===== config.mk =====
export PLATFORM = sky130hd
export DESIGN_NAME = fpsr_ctl
export DESIGN_NICKNAME = d
export VERILOG_FILES = /design/src/rtl/fpsr_pkg.sv /design/src/rtl/fpsr_cc_unit.sv /design/src/rtl/fpsr_exc_unit.sv /design/src/rtl/fpsr_rnd_decode.sv /design/src/rtl/fpsr_ctl.sv
export SDC_FILE = /design/constraint.sdc
export NUM_CORES = 1
export LEC_CHECK = 0
export CAP_MARGIN = 20
export CORE_MARGIN = 5
export CORE_UTILIZATION = 33
export DETAILED_ROUTE_END_ITERATION = 10
export PLACE_DENSITY = 0.79
export SKIP_CTS_REPAIR_TIMING = 1
export SYNTH_ARGS = -nofsm -noshare
export SYNTH_HDL_FRONTEND = slang
export SYNTH_HIERARCHICAL = 1
export SYNTH_SLANG_ARGS = --single-unit

===== constraint.sdc =====
create_clock -name clk -period 2.1 [get_ports clk]
set_input_delay 0.21 -clock clk [delete_from_list [all_inputs] [get_ports clk]]
set_output_delay 0.21 -clock clk [all_outputs]
set_load 0.02 [all_outputs]

===== src/rtl/fpsr_pkg.sv =====
package fpsr_pkg;

    localparam int WORD_W   = 64;
    localparam int EXC_W    = 5;
    localparam int CC_SETS  = 4;
    localparam int CC_W     = 2;
    localparam int SEL_W    = $clog2(CC_SETS);
    localparam int RND_W    = 2;
    localparam int RND_MODES = 1 << RND_W;
    localparam int TT_W     = 3;

    // field positions that neighbouring logic decodes
    localparam int CEXC_LSB  = 0;
    localparam int AEXC_SHIFT = 5;
    localparam int AEXC_LSB  = CEXC_LSB + AEXC_SHIFT;
    localparam int CC0_LSB   = 10;
    localparam int TT_LSB    = 14;
    localparam int TEM_SHIFT = 23;
    localparam int TEM_LSB   = CEXC_LSB + TEM_SHIFT;
    localparam int RND_LSB   = 30;
    localparam int CC_EXTRA_BASE = 20;

    localparam logic [TT_W-1:0] TT_IEEE = 3'd1;

    // exception bit order inside a flag vector
    localparam int EXC_NX = 0;
    localparam int EXC_DZ = 1;
    localparam int EXC_UF = 2;
    localparam int EXC_OF = 3;
    localparam int EXC_NV = 4;

    typedef enum logic [1:0] {
        REL_EQ = 2'b00,
        REL_LT = 2'b01,
        REL_GT = 2'b10,
        REL_UN = 2'b11
    } rel_e;

    typedef enum logic {
        ST_IDLE = 1'b0,
        ST_TRAP = 1'b1
    } st_e;

    // low bit of condition-code set i
    function automatic int cc_lsb(input int i);
        return (i == 0) ? CC0_LSB : CC0_LSB + CC_EXTRA_BASE + 2 * i;
    endfunction

    function automatic logic [WORD_W-1:0] field_mask(input int lsb, input int w);
        logic [WORD_W-1:0] m;
        m = '0;
        for (int b = 0; b < w; b++) m[lsb + b] = 1'b1;
        return m;
    endfunction

    function automatic logic [WORD_W-1:0] store_mask();
        logic [WORD_W-1:0] m;
        m = field_mask(CEXC_LSB, EXC_W) | field_mask(AEXC_LSB, EXC_W)
          | field_mask(TEM_LSB, EXC_W)  | field_mask(RND_LSB, RND_W);
        for (int i = 0; i < CC_SETS; i++) m = m | field_mask(cc_lsb(i), CC_W);
        return m;
    endfunction

endpackage


===== src/rtl/fpsr_cc_unit.sv =====
module fpsr_cc_unit
    import fpsr_pkg::*;
(
    input  logic               cmp_valid,
    input  logic [CC_W-1:0]    cmp_rel,
    input  logic [SEL_W-1:0]   cmp_sel,
    input  logic               cmp_signal,
    input  logic               cmp_any_nan,
    input  logic               cmp_any_snan,
    output logic [CC_SETS-1:0] cc_we,
    output logic [CC_W-1:0]    cc_val,
    output logic               cmp_invalid
);

    for (genvar g = 0; g < CC_SETS; g++) begin : g_sel
        assign cc_we[g] = cmp_valid && (cmp_sel == SEL_W'(g));
    end

    assign cc_val = cmp_rel;

    // signalling form: any NaN is invalid; quiet form: only signalling NaNs
    always_comb begin
        if (!cmp_valid)
            cmp_invalid = 1'b0;
        else if (cmp_signal)
            cmp_invalid = cmp_any_nan || cmp_any_snan;
        else
            cmp_invalid = cmp_any_snan;
    end

endmodule


===== src/rtl/fpsr_exc_unit.sv =====
module fpsr_exc_unit
    import fpsr_pkg::*;
(
    input  logic [EXC_W-1:0] flags_in,
    input  logic [EXC_W-1:0] cexc_q,
    input  logic [EXC_W-1:0] aexc_q,
    input  logic [EXC_W-1:0] tem_q,
    output logic             any_flag,
    output logic             trap_hit,
    output logic [EXC_W-1:0] cexc_d,
    output logic [EXC_W-1:0] aexc_d
);

    logic [EXC_W-1:0] merged;

    always_comb begin
        any_flag = |flags_in;
        merged   = cexc_q | flags_in;
        trap_hit = any_flag && (|(merged & tem_q));
        cexc_d   = merged;
        aexc_d   = trap_hit ? aexc_q : (aexc_q | merged);
    end

endmodule


===== src/rtl/fpsr_rnd_decode.sv =====
module fpsr_rnd_decode
    import fpsr_pkg::*;
(
    input  logic [RND_W-1:0]     rnd_field,
    output logic [RND_MODES-1:0] rnd_onehot
);

    for (genvar g = 0; g < RND_MODES; g++) begin : g_mode
        assign rnd_onehot[g] = (rnd_field == RND_W'(g));
    end

endmodule


===== src/rtl/fpsr_ctl.sv =====
module fpsr_ctl
    import fpsr_pkg::*;
(
    input  logic                 clk,
    input  logic                 rst_n,
    input  logic                 op_valid,
    input  logic [EXC_W-1:0]     op_flags,
    input  logic                 cmp_valid,
    input  logic [CC_W-1:0]      cmp_rel,
    input  logic [SEL_W-1:0]     cmp_sel,
    input  logic                 cmp_signal,
    input  logic                 cmp_any_nan,
    input  logic                 cmp_any_snan,
    input  logic                 wr_valid,
    input  logic [WORD_W-1:0]    wr_data,
    output logic [WORD_W-1:0]    status,
    output logic                 trap_req,
    output logic [RND_MODES-1:0] rnd_onehot
);

    localparam logic [WORD_W-1:0] WMASK = store_mask();

    logic [WORD_W-1:0]  status_q, status_d;
    st_e                state_q, state_d;
    logic [CC_SETS-1:0] cc_we;
    logic [CC_W-1:0]    cc_val;
    logic               cmp_invalid;
    logic [EXC_W-1:0]   flags_eff;
    logic               any_flag, trap_hit, take_trap;
    logic [EXC_W-1:0]   cexc_d, aexc_d;

    fpsr_cc_unit u_cc (
        .cmp_valid    (cmp_valid),
        .cmp_rel      (cmp_rel),
        .cmp_sel      (cmp_sel),
        .cmp_signal   (cmp_signal),
        .cmp_any_nan  (cmp_any_nan),
        .cmp_any_snan (cmp_any_snan),
        .cc_we        (cc_we),
        .cc_val       (cc_val),
        .cmp_invalid  (cmp_invalid)
    );

    // compare outranks an operation in the same cycle
    always_comb begin
        flags_eff = '0;
        if (cmp_valid)
            flags_eff[EXC_NV] = cmp_invalid;
        else if (op_valid)
            flags_eff = op_flags;
    end

    fpsr_exc_unit u_exc (
        .flags_in (flags_eff),
        .cexc_q   (status_q[CEXC_LSB +: EXC_W]),
        .aexc_q   (status_q[AEXC_LSB +: EXC_W]),
        .tem_q    (status_q[TEM_LSB +: EXC_W]),
        .any_flag (any_flag),
        .trap_hit (trap_hit),
        .cexc_d   (cexc_d),
        .aexc_d   (aexc_d)
    );

    fpsr_rnd_decode u_rnd (
        .rnd_field  (status_q[RND_LSB +: RND_W]),
        .rnd_onehot (rnd_onehot)
    );

    // next status word: store > compare > operation
    always_comb begin
        status_d  = status_q;
        take_trap = 1'b0;
        if (wr_valid) begin
            status_d = (status_q & ~WMASK) | (wr_data & WMASK);
            status_d[TT_LSB +: TT_W] = '0;
        end else begin
            for (int i = 0; i < CC_SETS; i++) begin
                if (cc_we[i]) status_d[cc_lsb(i) +: CC_W] = cc_val;
            end
            if (any_flag) begin
                status_d[CEXC_LSB +: EXC_W] = cexc_d;
                status_d[AEXC_LSB +: EXC_W] = aexc_d;
                if (trap_hit) begin
                    status_d[TT_LSB +: TT_W] = TT_IEEE;
                    take_trap = 1'b1;
                end
            end
        end
    end

    always_ff @(posedge clk) begin
        if (!rst_n) status_q <= '0;
        else        status_q <= status_d;
    end

    // controller: next state
    always_comb begin
        state_d = state_q;
        unique case (state_q)
            ST_IDLE: state_d = take_trap ? ST_TRAP : ST_IDLE;
            ST_TRAP: state_d = take_trap ? ST_TRAP : ST_IDLE;
            default: state_d = ST_IDLE;
        endcase
    end

    // controller: state register
    always_ff @(posedge clk) begin
        if (!rst_n) state_q <= ST_IDLE;
        else        state_q <= state_d;
    end

    // controller: outputs
    always_comb begin
        trap_req = 1'b0;
        unique case (state_q)
            ST_IDLE: trap_req = 1'b0;
            ST_TRAP: trap_req = 1'b1;
            default: trap_req = 1'b0;
        endcase
    end

    assign status = status_q;

endmodule


==> metrics.txt, run 1 <==
Largest delay share family, worst path compound AO/OA/AOI/OAI gates; Max Cap Violations 0; Final min period slightly below 2 ns; Die Width 85.2 microns; Peak VDD IR 299 uV; number of diodes 0; clk slew on worst S/H paths approximately 0.090 ns; Final ANT Viol Nets 0; Avg Inst Size Synth 9.52 sq um; clock sinks 27; Die H around 85 microns; Simple-Gate Fraction of Synth Area 19.2%; number of global-route vias before repair 1479; clock skew 0.000945 ns; Seq/Total Area, Yosys 29.0%; WL/cell 12.9 microns; status finished clean; Power Total about 1.4 mW; core area about 5500 sq um; setup slack at placement -0.232 ns; H-tree depth 1; Pre-Repair DR Iteration Count 4; remaining global-route overflow 0; Buf/Inv on CP 1; Slew headroom 66.7%; post-synthesis mux area share around 16%; CP required between 2 and 2.5 ns; Async SR Flop Fraction 0%; Overall Global Routing Usage 11.7%; WS Path Type input port to flip-flop; Post-DP HPWL roughly 3.6 mm; slowest CP cell clkdlybuf4s50_1; initial DRC count 32; Vias 1511; commonest non-fill, non-tap cell in the layout clkdlybuf4s50_1; Yosys cell types 34; Peak Freq 506 MHz; Syn Inst Count 196; final slew viol count 0; share of layout cells above drive strength 1 16.0%; Post-layout nets ~350; initial antenna violation count 0; worst endpoint data arrival time 2.15 ns; worst hold path depth 3; XOR/XNOR Fraction of Synth Area 0%; final RePlAce weighted congestion between 0.7 and 0.8; Avg Vias per Cell approximately 4.4; crit path capture type flip-flop; RSZ-0062 raised after global routing no; CTS tree built; Port Buffers between 70 and 80; row cnt 27; Root Buffer clkbuf_8; post-synthesis cell area 1870 sq um; largest fanout on the critical path 3; clk buf depth 2; Tcrit/Tclk final about 94%; area delta synth->final 38.2%; largest net degree at the start of global routing 21; top_reg_cell synth dfxtp_1; Clock Latency Late Sink 0.27 ns; # setup viols final 0; # DRC 0; Power Density 548 nW/um^2; Synth Register Bits 27; type of origin of the critical path input port; Ys Warns 6; final setup margin approximately 0.13 ns; Slew @ Worst Pin roughly 0.50 ns; hold slack between 0.4 and 0.5 ns; num ports 150; largest family of logic cells by synthesized area buffers and inverters; critical path cell sequence clkdlybuf4s50_1 > a21oi_1 > nor2b_1 > a22o_1 > or2_2 > a31oi_1 > o21ai_0 > mux2_4 > o211a_1; TritonCTS Buffers 3; routed wire length approximately 4.4 mm; final hold vios 0; Adder-Cell Fraction of Synth Area 0%; commonest non-fill, non-tap cells in the layout 70 x clkdlybuf4s50_1, 38 x conb_1, 27 x dfxtp_1; number of synthesized flops with an enable pin 0; Initial Util 33.9%; Compound-Gate Fraction of Synth Area about 16%; Min-Delay Path Class input port to flip-flop; WP depth 9; R2R depth 5; Static Leak 1.24 nW; Die Area 7260 sq um; first-pass GRT wire length ~7 mm; Max stage delay on crit path around 0.4 ns
[tightest hold or removal path: cells and delay by family]
kind	cells	cell delay, ns
AO/OA/AOI/OAI	1	0.13
buffers and inverters	1	0.21
AND/OR/NAND/NOR	1	0.11
[cell type report]
cell class                      count  area [sq um]
Clock buffer                        3          41.3
Sequential cell                    27           541
Tap cell                           72          90.1
Fill cell                         534          2930
Clock inverter                      1          5.00
Timing Repair Buffer               81           798
Inverter                            2          7.51
Multi-Input combinational cell    155          1100
[flip-flops by register name, indices dropped and copies added (netlist names)]
name,cells
status,26
state_q,1
[synth_stat cells (all sizes together) (2+ instances only)]
master   n  area, sq um
nor2b   10         62.6
dfxtp   27          541
nor3b    2         20.0
a21oi    2         10.0
nand2    6         25.0
o21ai    9         45.0
nand2b  18          113
or2      4         25.0
inv      2         7.51
o211a   18          180
a31oi    5         31.3
buf     48          359
mux2i    7         70.1
nor2     3         11.3
mux2    18          233
and2     6         38.8
[power breakdown]
part	internal, mW	switching (mW)
Clock	0.133	0.164
Combinational	0.284	0.251
Sequential	0.550	0.0306
Total	0.968	0.446
[final timing paths]
check	from	endpoint	slack [ns]
worst min-delay path	wr_valid	status[8]	0.42
worst max register to register	status[1]	status[6]	0.62
worst min register to register	status[14]	status[14]	0.53
worst max-delay path	cmp_signal	status[9]	0.13
[logic make-up (layout without fill, tap and decap cells)]
family                 count (synthesis)  after routing
AND/OR/NAND/NOR                       55             55
multiplexers                          25             25
other                                  1             38
flip-flops                            27             27
buffers and inverters                 51             87
AO/OA/AOI/OAI                         37             37
[routing by layer]
metal	part of all wire (%)	global-route usage [%]
met1	42	14.0
met5	0	0
met4	0	1.29
met3	10	3.98
met2	48	20.8
[per-stage QoR]
stage / area (sq um) / std cells / util (%) / TNS [ns]
CTS: 2570 / 341 / 46.7 / 0
floorplan: 2000 / 233 / - / 0
finish: 2580 / 341 / 46.8 / 0
global placement: 2530 / 337 / 45.9 / -1.98
global route: 2580 / 341 / 46.8 / 0
detailed placement: 2530 / 337 / 45.9 / -2.58
Note: power is estimated with default switching activity, not from simulation.
==> inputs of run 2 (changes only) <==
--- a/config.mk
+++ b/config.mk
@@ -9,6 +9,7 @@
 export CORE_MARGIN = 5
 export CORE_UTILIZATION = 33
 export DETAILED_ROUTE_END_ITERATION = 10
+export MAX_ROUTING_LAYER = met4
 export PLACE_DENSITY = 0.79
 export SKIP_CTS_REPAIR_TIMING = 1
 export SYNTH_ARGS = -nofsm -noshare
==> run 2 against run 1 <==
Power is essentially flat. Highest routed layer unchanged. Non-clock buffer count is the same. Setup slack is essentially flat.
==> metrics.txt, run 2 (synthesis gave the netlist of run 1 again) <==
largest fanout on the critical path 3 (unchanged); largest net degree at the start of global routing 21 (unchanged); Slew headroom 66.7% (about the same); number of diodes 0 (unchanged); Die H 85.2 microns (unchanged); HP Start wr_valid (unchanged); Critical Path Start cmp_signal (unchanged); WL/cell 12.9 microns (about the same); clk buf depth 2 (unchanged); WS Path Type input port to flip-flop (unchanged); remaining global-route overflow 0 (unchanged); Min-Delay Path Class input port to flip-flop (unchanged); H-tree depth 1 (unchanged); # setup viols final 0 (unchanged); hold slack 0.425 ns (about the same); commonest non-fill, non-tap cells in the layout 70 x clkdlybuf4s50_1, 38 x conb_1, 27 x dfxtp_1 (unchanged); Die Width 85.2 microns (unchanged); Root Buffer clkbuf_8 (unchanged); row cnt 27 (unchanged); Final ANT Viol Nets 0 (unchanged); crit path capture type flip-flop (unchanged); Pre-Repair DR Iteration Count 4 (unchanged); Initial Util 33.9% (unchanged); Static Leak 1.24 nW (unchanged); Peak Freq 506 MHz (about the same); max FFs per register 26 (unchanged); number of global-route vias before repair 1479 (unchanged); TritonCTS Buffers 3 (unchanged); finished layout cell area 2580 sq um (unchanged); num ports 150 (unchanged); Die Area 7260 sq um (unchanged); type of origin of the critical path input port (unchanged); final hold vios 0 (unchanged); CP required 2.28 ns (about the same); area delta synth->final 38.2% (unchanged); R2R Path Start status[1] (unchanged); routed wire length 4.39 mm (about the same); clock skew 0.000899 ns (was 0.000945 ns); final RePlAce weighted congestion 0.768 (was 0.758); final slew viol count 0 (unchanged); worst endpoint data arrival time 2.15 ns (about the same); Post-layout nets 351 (unchanged); Max Cap Violations 0 (unchanged); CTS tree built (unchanged); share of layout cells above drive strength 1 16.0% (unchanged); commonest non-fill, non-tap cell in the layout clkdlybuf4s50_1 (unchanged); clock sinks 27 (unchanged); placed cell areas 2530 sq um (unchanged); Overall Global Routing Usage 12.1% (was 11.7%); initial antenna violation count 0 (unchanged); Tcrit/Tclk final 94.0% (about the same); core area 5510 sq um (unchanged); Clock Latency Late Sink 0.27 ns (about the same); Power Total 1.41 mW (about the same); RSZ-0062 raised after global routing no (unchanged); Post-DP HPWL 3.56 mm (unchanged); Port Buffers 72 (unchanged); Peak VDD IR 299 uV (about the same); clk slew on worst S/H paths 0.09 ns (about the same); status finished clean (unchanged); Final min period 1.97 ns (about the same); Slew @ Worst Pin 0.498 ns (about the same); initial DRC count 32 (unchanged); Vias 1511 (unchanged); first-pass GRT wire length 7.02 mm (unchanged); Power Density 548 nW/um^2 (about the same); Avg Vias per Cell 4.43 (unchanged); # DRC 0 (unchanged)
[run 2: cell counts in the layout (fill, tap and decap cells not counted)]
No cell type changed its count.
[run 2: worst paths after layout]
| kind | slack, ns | end | depth (start not counted) |
|---|---|---|---|
| setup / recovery | 0.13 | status[9] | 9 |
| hold / removal | 0.42 | status[8] | 3 |
| setup reg to reg | 0.62 | status[6] | 5 |
| hold reg to reg | 0.53 | status[14] | 2 |
[run 2: critical path: stages]
cell and delay [ns]:
clkdlybuf4s50_1 0.40, a21oi_1 0.15, nor2b_1 0.06, a22o_1 0.28, or2_2 0.33, a31oi_1 0.16
o21ai_0 0.10, mux2_4 0.26, o211a_1 0.19
[run 2: layer usage]
layer | GRT usage (%) | wire length, microns
met5 | - | 0
met4 | 1.29 | 0
met3 | 3.01 | 377
met2 | 20.8 | 2090
met1 | 14.6 | 1920
[run 2: area by class of cell]
class / instances / area [sq um]
repair buffers: 81 / 798
well taps: 72 / 90.1
clock buffers: 3 / 41.3
flip-flops and latches: 27 / 541
inverters: 2 / 7.51
multi-input cells: 155 / 1100
clock inverters: 1 / 5.00
fillers: 534 / 2930
[run 2: per-stage QoR]
stage                     TNS [ns]  instances  setup WS [ns]  util, %
after global placement       -1.98        337         -0.179     45.9
after global routing             0        341         0.0207     46.8
after detailed placement     -2.58        337         -0.232     45.9
final                            0        341          0.125     46.8
after floorplan                  0        233          0.196        -
after CTS                        0        341         0.0623     46.7
[run 2: power breakdown]
group,switching [mW],internal [mW]
clock,0.164,0.133
combinational,0.251,0.284
sequential,0.0306,0.550
